## config.mk

```make
export PLATFORM = sky130hd
export DESIGN_NAME = cfgSpiSlave
export DESIGN_NICKNAME = d
export VERILOG_FILES = /design/src/rtl/cfgSpiPkg.sv /design/src/rtl/cfgSpiCtrl.sv /design/src/rtl/cfgSpiRegs.sv /design/src/rtl/cfgSpiSlave.sv
export SDC_FILE = /design/constraint.sdc
export NUM_CORES = 1
export LEC_CHECK = 0
export ABC_AREA = 0
export BUFFER_PORTS_ARGS = -buffer_cell sky130_fd_sc_hd__buf_2
export CELL_PAD_IN_SITES_DETAIL_PLACEMENT = 0
export CELL_PAD_IN_SITES_GLOBAL_PLACEMENT = 2
export CORE_ASPECT_RATIO = 0.9
export CORE_MARGIN = 5
export CORE_UTILIZATION = 30
export DETAILED_ROUTE_END_ITERATION = 7
export PLACE_DENSITY = 0.65
export SYNTH_ARGS = -nofsm -noshare
export SYNTH_HDL_FRONTEND = slang
export SYNTH_SLANG_ARGS = --single-unit
```

## constraint.sdc

```tcl
create_clock -name clk -period 2.6 [get_ports clk]
set_clock_uncertainty 0.1 [all_clocks]
set_input_delay 0.26 -clock clk [delete_from_list [all_inputs] [get_ports clk]]
set_output_delay 0.26 -clock clk [all_outputs]
set_load 0.02 [all_outputs]
```

## src/rtl/cfgSpiPkg.sv

```systemverilog
package cfgSpiPkg;
  localparam int BYTE_W = 8;
  localparam int FRAME_BITS = 3 * BYTE_W;
  localparam int NUM_REGS = 5;

  localparam logic [BYTE_W-1:0] OP_WRITE = 8'h02;
  localparam logic [BYTE_W-1:0] OP_READ  = 8'h03;

  // storable bits per register index (reserved bits cleared)
  localparam logic [BYTE_W-1:0] KEEP_AMP1 = 8'hFF;
  localparam logic [BYTE_W-1:0] KEEP_AMP2 = 8'hF7;
  localparam logic [BYTE_W-1:0] KEEP_MOD  = 8'h70;
  localparam logic [BYTE_W-1:0] KEEP_PWR  = 8'hFF;

  typedef struct packed {
    logic              wrEn;
    logic              loadRd;
    logic              shiftOut;
    logic [BYTE_W-1:0] addr;
    logic [BYTE_W-1:0] data;
  } strobeT;
endpackage

```

## src/rtl/cfgSpiCtrl.sv

```systemverilog
module cfgSpiCtrl
  import cfgSpiPkg::*;
#(
  parameter int SYNC_STAGES = 2
) (
  input  logic   clk,
  input  logic   rstN,
  input  logic   sclk,
  input  logic   csN,
  input  logic   mosi,
  output logic   csActive,
  output strobeT strb
);
  localparam int CNT_W = $clog2(FRAME_BITS + 1);
  localparam logic [CNT_W-1:0] CNT_ADDR_DONE = CNT_W'(FRAME_BITS - BYTE_W - 1);
  localparam logic [CNT_W-1:0] CNT_LAST      = CNT_W'(FRAME_BITS - 1);
  localparam logic [CNT_W-1:0] CNT_FULL      = CNT_W'(FRAME_BITS);
  localparam logic [CNT_W-1:0] CNT_SHIFT_MIN = CNT_W'(FRAME_BITS - BYTE_W);

  logic [SYNC_STAGES-1:0] sclkSr, csSr, mosiSr;
  logic sclkPrev, sclkS, mosiS, sclkRise, sclkFall;
  logic [CNT_W-1:0] bitCnt;
  logic [FRAME_BITS-1:0] shiftIn, shiftNext;

  always_ff @(posedge clk or negedge rstN) begin
    if (!rstN) begin
      sclkSr   <= '0;
      csSr     <= '1;
      mosiSr   <= '0;
      sclkPrev <= 1'b0;
    end else begin
      sclkSr   <= {sclkSr[SYNC_STAGES-2:0], sclk};
      csSr     <= {csSr[SYNC_STAGES-2:0], csN};
      mosiSr   <= {mosiSr[SYNC_STAGES-2:0], mosi};
      sclkPrev <= sclkS;
    end
  end

  assign sclkS    = sclkSr[SYNC_STAGES-1];
  assign mosiS    = mosiSr[SYNC_STAGES-1];
  assign csActive = ~csSr[SYNC_STAGES-1];
  assign sclkRise = csActive & sclkS & ~sclkPrev;
  assign sclkFall = csActive & ~sclkS & sclkPrev;
  assign shiftNext = {shiftIn[FRAME_BITS-2:0], mosiS};

  always_ff @(posedge clk or negedge rstN) begin
    if (!rstN) begin
      bitCnt  <= '0;
      shiftIn <= '0;
    end else if (!csActive) begin
      bitCnt  <= '0;
    end else if (sclkRise && bitCnt != CNT_FULL) begin
      bitCnt  <= bitCnt + 1'b1;
      shiftIn <= shiftNext;
    end
  end

  always_comb begin
    strb.loadRd   = sclkRise && (bitCnt == CNT_ADDR_DONE) &&
                    (shiftNext[2*BYTE_W-1:BYTE_W] == OP_READ);
    strb.wrEn     = sclkRise && (bitCnt == CNT_LAST) &&
                    (shiftNext[3*BYTE_W-1:2*BYTE_W] == OP_WRITE);
    strb.shiftOut = sclkFall && (bitCnt > CNT_SHIFT_MIN);
    strb.addr     = (bitCnt == CNT_LAST) ? shiftNext[2*BYTE_W-1:BYTE_W]
                                         : shiftNext[BYTE_W-1:0];
    strb.data     = shiftNext[BYTE_W-1:0];
  end

  // once chip select is seen high, no write can follow next cycle
  a_r11_abort_no_write: assert property (@(posedge clk) disable iff (!rstN)
    !csActive |=> !strb.wrEn);
  // the edge counter never passes one frame
  a_r1_cnt_bound: assert property (@(posedge clk) disable iff (!rstN)
    bitCnt <= CNT_FULL);
  // read load and output shift never coincide
  a_r3_load_shift_apart: assert property (@(posedge clk) disable iff (!rstN)
    strb.loadRd |-> !strb.shiftOut);
  // a write is a single-cycle strobe
  a_r2_single_write: assert property (@(posedge clk) disable iff (!rstN)
    strb.wrEn |=> !strb.wrEn);
endmodule

```

## src/rtl/cfgSpiRegs.sv

```systemverilog
module cfgSpiRegs
  import cfgSpiPkg::*;
#(
  parameter logic [BYTE_W-1:0] VERSION_ID = 8'h41
) (
  input  logic        clk,
  input  logic        rstN,
  input  strobeT      strb,
  input  logic        csActive,
  output logic        miso,
  output logic [BYTE_W-1:0] amp1Q,
  output logic [BYTE_W-1:0] amp2Q,
  output logic [BYTE_W-1:0] modQ,
  output logic [BYTE_W-1:0] pwrQ
);
  logic [BYTE_W-1:0] cfgQ [1:NUM_REGS-1];
  logic [BYTE_W-1:0] outShift, readByte;

  function automatic logic [BYTE_W-1:0] keepOf(input int idx);
    case (idx)
      1:       keepOf = KEEP_AMP1;
      2:       keepOf = KEEP_AMP2;
      3:       keepOf = KEEP_MOD;
      4:       keepOf = KEEP_PWR;
      default: keepOf = '0;
    endcase
  endfunction

  always_ff @(posedge clk or negedge rstN) begin
    if (!rstN) begin
      for (int i = 1; i < NUM_REGS; i++) cfgQ[i] <= '0;
    end else if (strb.wrEn) begin
      for (int i = 1; i < NUM_REGS; i++)
        if (strb.addr == BYTE_W'(i)) cfgQ[i] <= strb.data & keepOf(i);
    end
  end

  always_comb begin
    readByte = '0;
    if (strb.addr == '0) readByte = VERSION_ID;
    for (int i = 1; i < NUM_REGS; i++)
      if (strb.addr == BYTE_W'(i)) readByte = cfgQ[i];
  end

  always_ff @(posedge clk or negedge rstN) begin
    if (!rstN)              outShift <= '0;
    else if (!csActive)     outShift <= '0;
    else if (strb.loadRd)   outShift <= readByte;
    else if (strb.shiftOut) outShift <= {outShift[BYTE_W-2:0], 1'b0};
  end

  assign miso  = csActive & outShift[BYTE_W-1];
  assign amp1Q = cfgQ[1];
  assign amp2Q = cfgQ[2];
  assign modQ  = cfgQ[3];
  assign pwrQ  = cfgQ[4];

  // registers only move on a write strobe
  a_r2_hold_without_write: assert property (@(posedge clk) disable iff (!rstN)
    !strb.wrEn |=> $stable({amp1Q, amp2Q, modQ, pwrQ}));
  // writes to identity or unmapped indices leave everything alone
  a_r10_ignored_index: assert property (@(posedge clk) disable iff (!rstN)
    strb.wrEn && (strb.addr == '0 || strb.addr >= BYTE_W'(NUM_REGS))
      |=> $stable({amp1Q, amp2Q, modQ, pwrQ}));
  // a write to amplifier 1 stores the full data byte
  a_r4_amp1_store: assert property (@(posedge clk) disable iff (!rstN)
    strb.wrEn && strb.addr == BYTE_W'(1) |=> amp1Q == $past(strb.data));
  // serial output stays low while deselected
  a_r12_quiet_deselected: assert property (@(posedge clk) disable iff (!rstN)
    !csActive |=> !miso);
endmodule

```

## src/rtl/cfgSpiSlave.sv

```systemverilog
module cfgSpiSlave
  import cfgSpiPkg::*;
#(
  parameter int SYNC_STAGES = 2,
  parameter logic [7:0] VERSION_ID = 8'h41
) (
  input  logic       clk,
  input  logic       rstN,
  input  logic       sclk,
  input  logic       csN,
  input  logic       mosi,
  output logic       miso,
  output logic       misoOe,
  output logic [2:0] amp1Gain,
  output logic       amp1GainRsvd,
  output logic [1:0] amp1Mux,
  output logic       amp1Hp,
  output logic       amp1Pdn,
  output logic       amp1GuardEn,
  output logic [2:0] amp2Gain,
  output logic       amp2GainRsvd,
  output logic [1:0] amp2Mux,
  output logic       amp2Hp,
  output logic       amp2Pdn,
  output logic       modHp,
  output logic       mod1Pdn,
  output logic       mod2Pdn,
  output logic [7:0] pwrCfg
);
  strobeT strb;
  logic csActive;
  logic [BYTE_W-1:0] amp1Q, amp2Q, modQ, pwrQ;

  cfgSpiCtrl #(.SYNC_STAGES(SYNC_STAGES)) uCtrl (
    .clk(clk), .rstN(rstN), .sclk(sclk), .csN(csN), .mosi(mosi),
    .csActive(csActive), .strb(strb)
  );

  cfgSpiRegs #(.VERSION_ID(VERSION_ID)) uRegs (
    .clk(clk), .rstN(rstN), .strb(strb), .csActive(csActive), .miso(miso),
    .amp1Q(amp1Q), .amp2Q(amp2Q), .modQ(modQ), .pwrQ(pwrQ)
  );

  assign misoOe       = csActive;
  assign amp1Gain     = amp1Q[2:0];
  assign amp1GainRsvd = &amp1Q[2:0];
  assign amp1Mux      = amp1Q[5:4];
  assign amp1Hp       = amp1Q[6];
  assign amp1Pdn      = amp1Q[7];
  assign amp1GuardEn  = ~amp1Q[3];
  assign amp2Gain     = amp2Q[2:0];
  assign amp2GainRsvd = &amp2Q[2:0];
  assign amp2Mux      = amp2Q[5:4];
  assign amp2Hp       = amp2Q[6];
  assign amp2Pdn      = amp2Q[7];
  assign modHp        = modQ[6];
  assign mod2Pdn      = modQ[5];
  assign mod1Pdn      = modQ[4];
  assign pwrCfg       = pwrQ;
endmodule

```

==> results.cfg, run 1 <==
[clock_network]
insertion_delay_ns = 0.33
cts_tree = yes
ctsLongestPathBuffers = 2
cts_buffers = 9
htreeDepth = 3
path_clk_slew_ns = 0.06
cts_root_buf = clkbuf_16
post-cts-setup-buffers = 0
cts_num_sinks = 69

[sta]
worst_slack_ns = 0.200
hold_viol_final = 0
fin_crit_sh = 0.923
slew_violations = 0
tns_ns = 0
rsz0062_at_grt = false
max_freq_mhz = 417
worst_slew_pin_slew_ns = 0.573
final.min_clock_period_ns = 2.40
finalSetupViolations = 0
slew_headroom = 0.618

[critical_path]
r2r-end = uRegs.pwrQ[0]$_DFFE_PN0P_
critPathLaunchType = register
crit_slowest_cell = or4_4
worstSetupPathType = register to register
crit-reg2reg-launch = uCtrl.shiftIn[12]$_DFFE_PN0P_
r2r_setup_slack_ns = 0.20
critPathArrivalTime_ns = 2.52
crit_required_ns = 2.72
r2r_cells = 5
path_max_fanout = 8
crit_chain = or4_4, or3_1, or4_1, buf_4, mux2_4
max_stage_delay_ns = 0.56
end_kind = register

[floorplanning]
coreArea_sq_um = 10300
rows = 35
io_pins = 35
die_x_um = 119
die_area_sq_um = 12800
start_util = 0.309
die_y_um = 108

[placement]
dp.cells = 420
pre_cts_ws_ns = 0.207
io_buffers = 34
hpwl_mm = 5.30
gp_congestion = 0.692

[synthesis]
avgSynthCellArea_sq_um = 12.7
netlist_instances = 252
synth_nets = 260
synth-async-reset-ratio = 1.00
synth.distinct_cells = 45
syn_area_sq_um = 3190
synth_most_common_cell = dfrtp_1
synth_edf_count = 0
netlist.area_leader.share = 0.525
ys_seq_area_frac = 0.542
synth_seq_cells = 69
yosysTopAreaCell = dfrtp_1
ys_top_cells_by_area = dfrtp_1, mux2_2, mux2_4
netlist_top_cells_count = dfrtp_1, mux2_2, nand3_1, nor2_1, a21oi_1
ys.flop_type = dfrtp_1
yosysWarnings = 0

[layout]
layoutNonFillerInstCount = 440
syn_to_final_growth_pct = 23.8
drive_gt1_frac = 0.421
layout.nets = 314
diodes = 0
n_fill_cell = 1009

[route]
routedWlPerCell_um = 17.2
totalWireLength_mm = 7.58
via_count = 2124
final_antenna_net_count = 0
drt_iter0_drc = 146
viasPerCell = 4.83
drcViolationCount = 0
dr.pass1.iters = 4

[min_path]
worstHoldPathType = register to register
holdPathStages = 0
worstHoldEndpoint = uCtrl.sclkSr[1]$_DFF_PN0_
min_from = uCtrl.sclkSr[0]$_DFF_PN0_

[global_routing]
grt_use_total = 0.128
grt_antenna_before_repair = 0
grt_pass1_wl_mm = 12.6
grt-ovfl-total = 0
grt_max_degree = 70
grt_pass1_vias = 2249

[status]
status = completed

[power_and_ir_drop]
leakage_nw = 1.99
powerDensity_nw_per_um2 = 728
peakVddDrop_mv = 0.287

[run]
drv_cap = 0
flip-flops by register name, indices dropped and copies added (netlist names):
name / count
uRegs.pwrQ: 8
uRegs.amp1Q: 8
uCtrl.mosiSr: 2
uRegs.modQ: 3
uRegs.outShift: 8
uCtrl.bitCnt: 5
uCtrl.sclkSr: 2
uRegs.amp2Q: 7
uCtrl.shiftIn: 23
uCtrl.sclkPrev: 1
uCtrl.csSr: 2
power by group:
group / total, mW / switching [mW] / internal, mW
registers: 1.23 / 0.0843 / 1.14
logic: 0.343 / 0.180 / 0.163
clock network: 1.31 / 0.469 / 0.839
placed cells by master, fill, tap and decap left out, types with 3 or more instances in the layout:
| master | n |
|---|---|
| dfrtp_1 | 67 |
| mux2_2 | 47 |
| buf_2 | 34 |
| buf_4 | 18 |
| nand3_1 | 15 |
| nor2_1 | 13 |
| a21oi_1 | 10 |
| clkbuf_16 | 9 |
| inv_1 | 8 |
| mux2_4 | 8 |
| o21ai_0 | 7 |
| and3_1 | 5 |
| nor4_1 | 4 |
| nand2_1 | 4 |
| mux2i_1 | 4 |
| dlygate4sd3_1 | 4 |
| a22oi_1 | 3 |
| a31oi_1 | 3 |
| ha_1 | 3 |
how the worst max path moves through the flow:
stage / startpoint / slack (ns) / cells after the start / to
floorplan: uCtrl.shiftIn[12]$_DFFE_PN0P_ / 0.28 / 5 / uRegs.pwrQ[0]$_DFFE_PN0P_
global placement: uCtrl.shiftIn[12]$_DFFE_PN0P_ / 0.22 / 5 / uRegs.pwrQ[2]$_DFFE_PN0P_
detailed placement: uCtrl.shiftIn[12]$_DFFE_PN0P_ / 0.21 / 5 / uRegs.pwrQ[6]$_DFFE_PN0P_
CTS: uCtrl.shiftIn[12]$_DFFE_PN0P_ / 0.20 / 5 / uRegs.pwrQ[6]$_DFFE_PN0P_
global route: uCtrl.bitCnt[0]$_DFFE_PN0P_ / 0.09 / 7 / uRegs.outShift[0]$_DFFE_PN0P_
finish: uCtrl.shiftIn[12]$_DFFE_PN0P_ / 0.20 / 5 / uRegs.pwrQ[0]$_DFFE_PN0P_
per-layer routing:
metal | routed length, um | share of wire | GRT usage
met5 | 0 | 0 | 0
met4 | 105 | 0.014 | 0.0405
met3 | 265 | 0.035 | 0.0426
met2 | 3190 | 0.42 | 0.186
met1 | 4020 | 0.53 | 0.180
layout make-up:
type                    instances  area [sq um]  area share
flip-flops and latches         69          1730       0.437
multi-input cells             161          1350       0.342
clock inverters                 6          87.6      0.0222
clock buffers                  10           229      0.0579
well taps                     129           161      0.0408
inverters                       8          30.0     0.00760
repair buffers                 57           365      0.0924
what timing repair did:
action / 4_1_cts / 5_1_grt
hold buffers: 4 / 0
gates resized for setup: 0 / 0
setup endpoints to repair: 0 / 0
endpoints found under the hold margin: 70 / 0
logic make-up after synthesis:
kind of cell,count (synthesis),synth area share
AOI/OAI and AO/OA,35,0.0737
xor gates and xnor gates,2,0.00549
buffers and inverters,22,0.0353
DFF,69,0.542
muxes,59,0.216
adders and majority gates,3,0.0118
and+or+nand+nor,62,0.116
critical path, delay by kind of cell, from the launching register on:
| family | cells | cell delay, ns |
|---|---|---|
| flops | 1 | 0.38 |
| simple gates | 3 | 1.29 |
| mux | 1 | 0.30 |
| buf+inv | 1 | 0.20 |
metrics by stage:
stage	utilization	hold WS (ns)	total power, mW	instance area [sq um]
5_1_grt	0.382	0.265	3.01	3950
2_1_floorplan	-	-0.136	1.39	3190
3_3_place_gp	0.348	0.218	1.59	3600
6_report	0.382	0.248	2.88	3950
4_1_cts	0.382	0.250	2.92	3950
3_5_place_dp	0.348	0.216	1.59	3600
No activity file was read; power rests on OpenSTA's default activity.
==> run 2: changes to the inputs <==
--- a/config.mk
+++ b/config.mk
@@ -7,13 +7,12 @@
 export LEC_CHECK = 0
 export ABC_AREA = 0
 export BUFFER_PORTS_ARGS = -buffer_cell sky130_fd_sc_hd__buf_2
-export CELL_PAD_IN_SITES_DETAIL_PLACEMENT = 0
-export CELL_PAD_IN_SITES_GLOBAL_PLACEMENT = 2
 export CORE_ASPECT_RATIO = 0.9
 export CORE_MARGIN = 5
 export CORE_UTILIZATION = 30
+export CTS_BUF_LIST = sky130_fd_sc_hd__clkbuf_4 sky130_fd_sc_hd__clkbuf_8
 export DETAILED_ROUTE_END_ITERATION = 7
-export PLACE_DENSITY = 0.65
+export PLACE_DENSITY = 0.45
 export SYNTH_ARGS = -nofsm -noshare
 export SYNTH_HDL_FRONTEND = slang
 export SYNTH_SLANG_ARGS = --single-unit
==> results.cfg, run 2 (synthesis results as in run 1) <==
[sta]
fin_crit_sh = 0.934
slew_headroom = 0.622
worst_slew_pin_slew_ns = 0.568
rsz0062_at_grt = false
finalSetupViolations = 0
slew_violations = 0
tns_ns = 0
max_freq_mhz = 412
worst_slack_ns = 0.172
final.min_clock_period_ns = 2.43
hold_viol_final = 0

[layout]
diodes = 0
top_register = uCtrl.shiftIn
layout_common_cells = dfrtp_1, mux2_2, buf_2, nand3_1, buf_4
largest_reg_flops = 23
layout.nets = 310
drive_gt1_frac = 0.417
fin_area_sq_um = 3820
final_common_cell = dfrtp_1
syn_to_final_growth_pct = 19.7

[floorplanning]
die_x_um = 119
die_area_sq_um = 12800
coreArea_sq_um = 10300
io_pins = 35
rows = 35
start_util = 0.309
die_y_um = 108

[clock_network]
cts_tree = yes
path_clk_slew_ns = 0.07
cts_resized = 0
cts_root_buf = clkbuf_8
htreeDepth = 3
cts_num_sinks = 69
cts_buffers = 9
post-cts-setup-buffers = 0
cts_hold_buf = 4
insertion_delay_ns = 0.36
ctsLongestPathBuffers = 2

[power_and_ir_drop]
leakage_nw = 1.93
design_power_total_mw = 2.47
peakVddDrop_mv = 0.275
powerDensity_nw_per_um2 = 646

[global_routing]
grt_pass1_wl_mm = 12.2
grt_pass1_vias = 2162
grt-ovfl-total = 0
grt_antenna_before_repair = 0
grt_use_total = 0.124
grt_max_degree = 70

[critical_path]
path_max_fanout = 8
end_kind = register
worstSetupPathType = register to register
crit_required_ns = 2.74
critPathLaunchType = register
critPathArrivalTime_ns = 2.57

[route]
final_antenna_net_count = 0
via_count = 2172
drcViolationCount = 0
viasPerCell = 4.98
routedWlPerCell_um = 17.3
dr.pass1.iters = 4
totalWireLength_mm = 7.53
drt_iter0_drc = 126

[min_path]
worstHoldPathType = register to register

[placement]
io_buffers = 34
gp_congestion = 0.787
dpl-instance-area_sq_um = 3570
hpwl_mm = 5.12
pre_cts_ws_ns = 0.176

[run]
drv_cap = 0

[status]
status = completed
## run 2: cell types whose count changed in the layout (fill, tap and decap cells not counted), sizes merged
cell	delta
buf	-4
clkbuf	+3
clkinv	-3
bufinv	-1
clkinvlp	+1
## run 2: worst max-delay path, cell delays in order, from the launching register on
cell and delay (ns):
dfrtp_1 0.39, or4_4 0.57, or3_1 0.34, or4_1 0.40
buf_4 0.21, mux2_4 0.30
## run 2: metrics by stage
stage,utilization,hold slack (ns),std cells
global route,0.370,0.260,436
floorplan,-,-0.136,252
finish,0.370,0.250,436
CTS,0.370,0.252,436
detailed placement,0.345,0.216,416
global placement,0.345,0.213,416
## run 2: final cells by class
class / instances / area (sq um)
Multi-Input combinational cell: 161 / 1350
Clock inverter: 3 / 42.5
Fill cell: 1030 / 6510
Sequential cell: 69 / 1730
Inverter: 8 / 30.0
Clock buffer: 13 / 173
Tap cell: 129 / 161
Timing Repair Buffer: 53 / 335
## run 2: power breakdown
part           switching (mW)  leakage [nW]  internal [mW]  total [mW]
logic                   0.169         0.883          0.141       0.310
clock network           0.397         0.109          0.531       0.928
registers              0.0912         0.933           1.14        1.23
total                   0.657          1.93           1.81        2.47
## run 2: path summary, 6_finish.rpt
check	from	end	slack, ns	cells past startpoint
hold reg to reg	uCtrl.sclkSr[0]$_DFF_PN0_	uCtrl.sclkSr[1]$_DFF_PN0_	0.25	0
setup reg to reg	uCtrl.shiftIn[12]$_DFFE_PN0P_	uRegs.pwrQ[2]$_DFFE_PN0P_	0.17	5
max in group asynchronous	rstN	uCtrl.csSr[0]$_DFF_PN1_	1.72	3
min in group asynchronous	rstN	uRegs.amp1Q[6]$_DFFE_PN0P_	0.35	3
setup / recovery	uCtrl.shiftIn[12]$_DFFE_PN0P_	uRegs.pwrQ[2]$_DFFE_PN0P_	0.17	5
hold / removal	uCtrl.sclkSr[0]$_DFF_PN0_	uCtrl.sclkSr[1]$_DFF_PN0_	0.25	0
## run 2: routing by layer
metal	share of wire	vias up	GRT usage	routed length, um
met3	0.057	9	0.0462	428
met5	0	-	0	0
li1	-	1026	-	-
met4	0.011	0	0.0323	81
met1	0.49	1084	0.172	3690
met2	0.44	53	0.183	3330
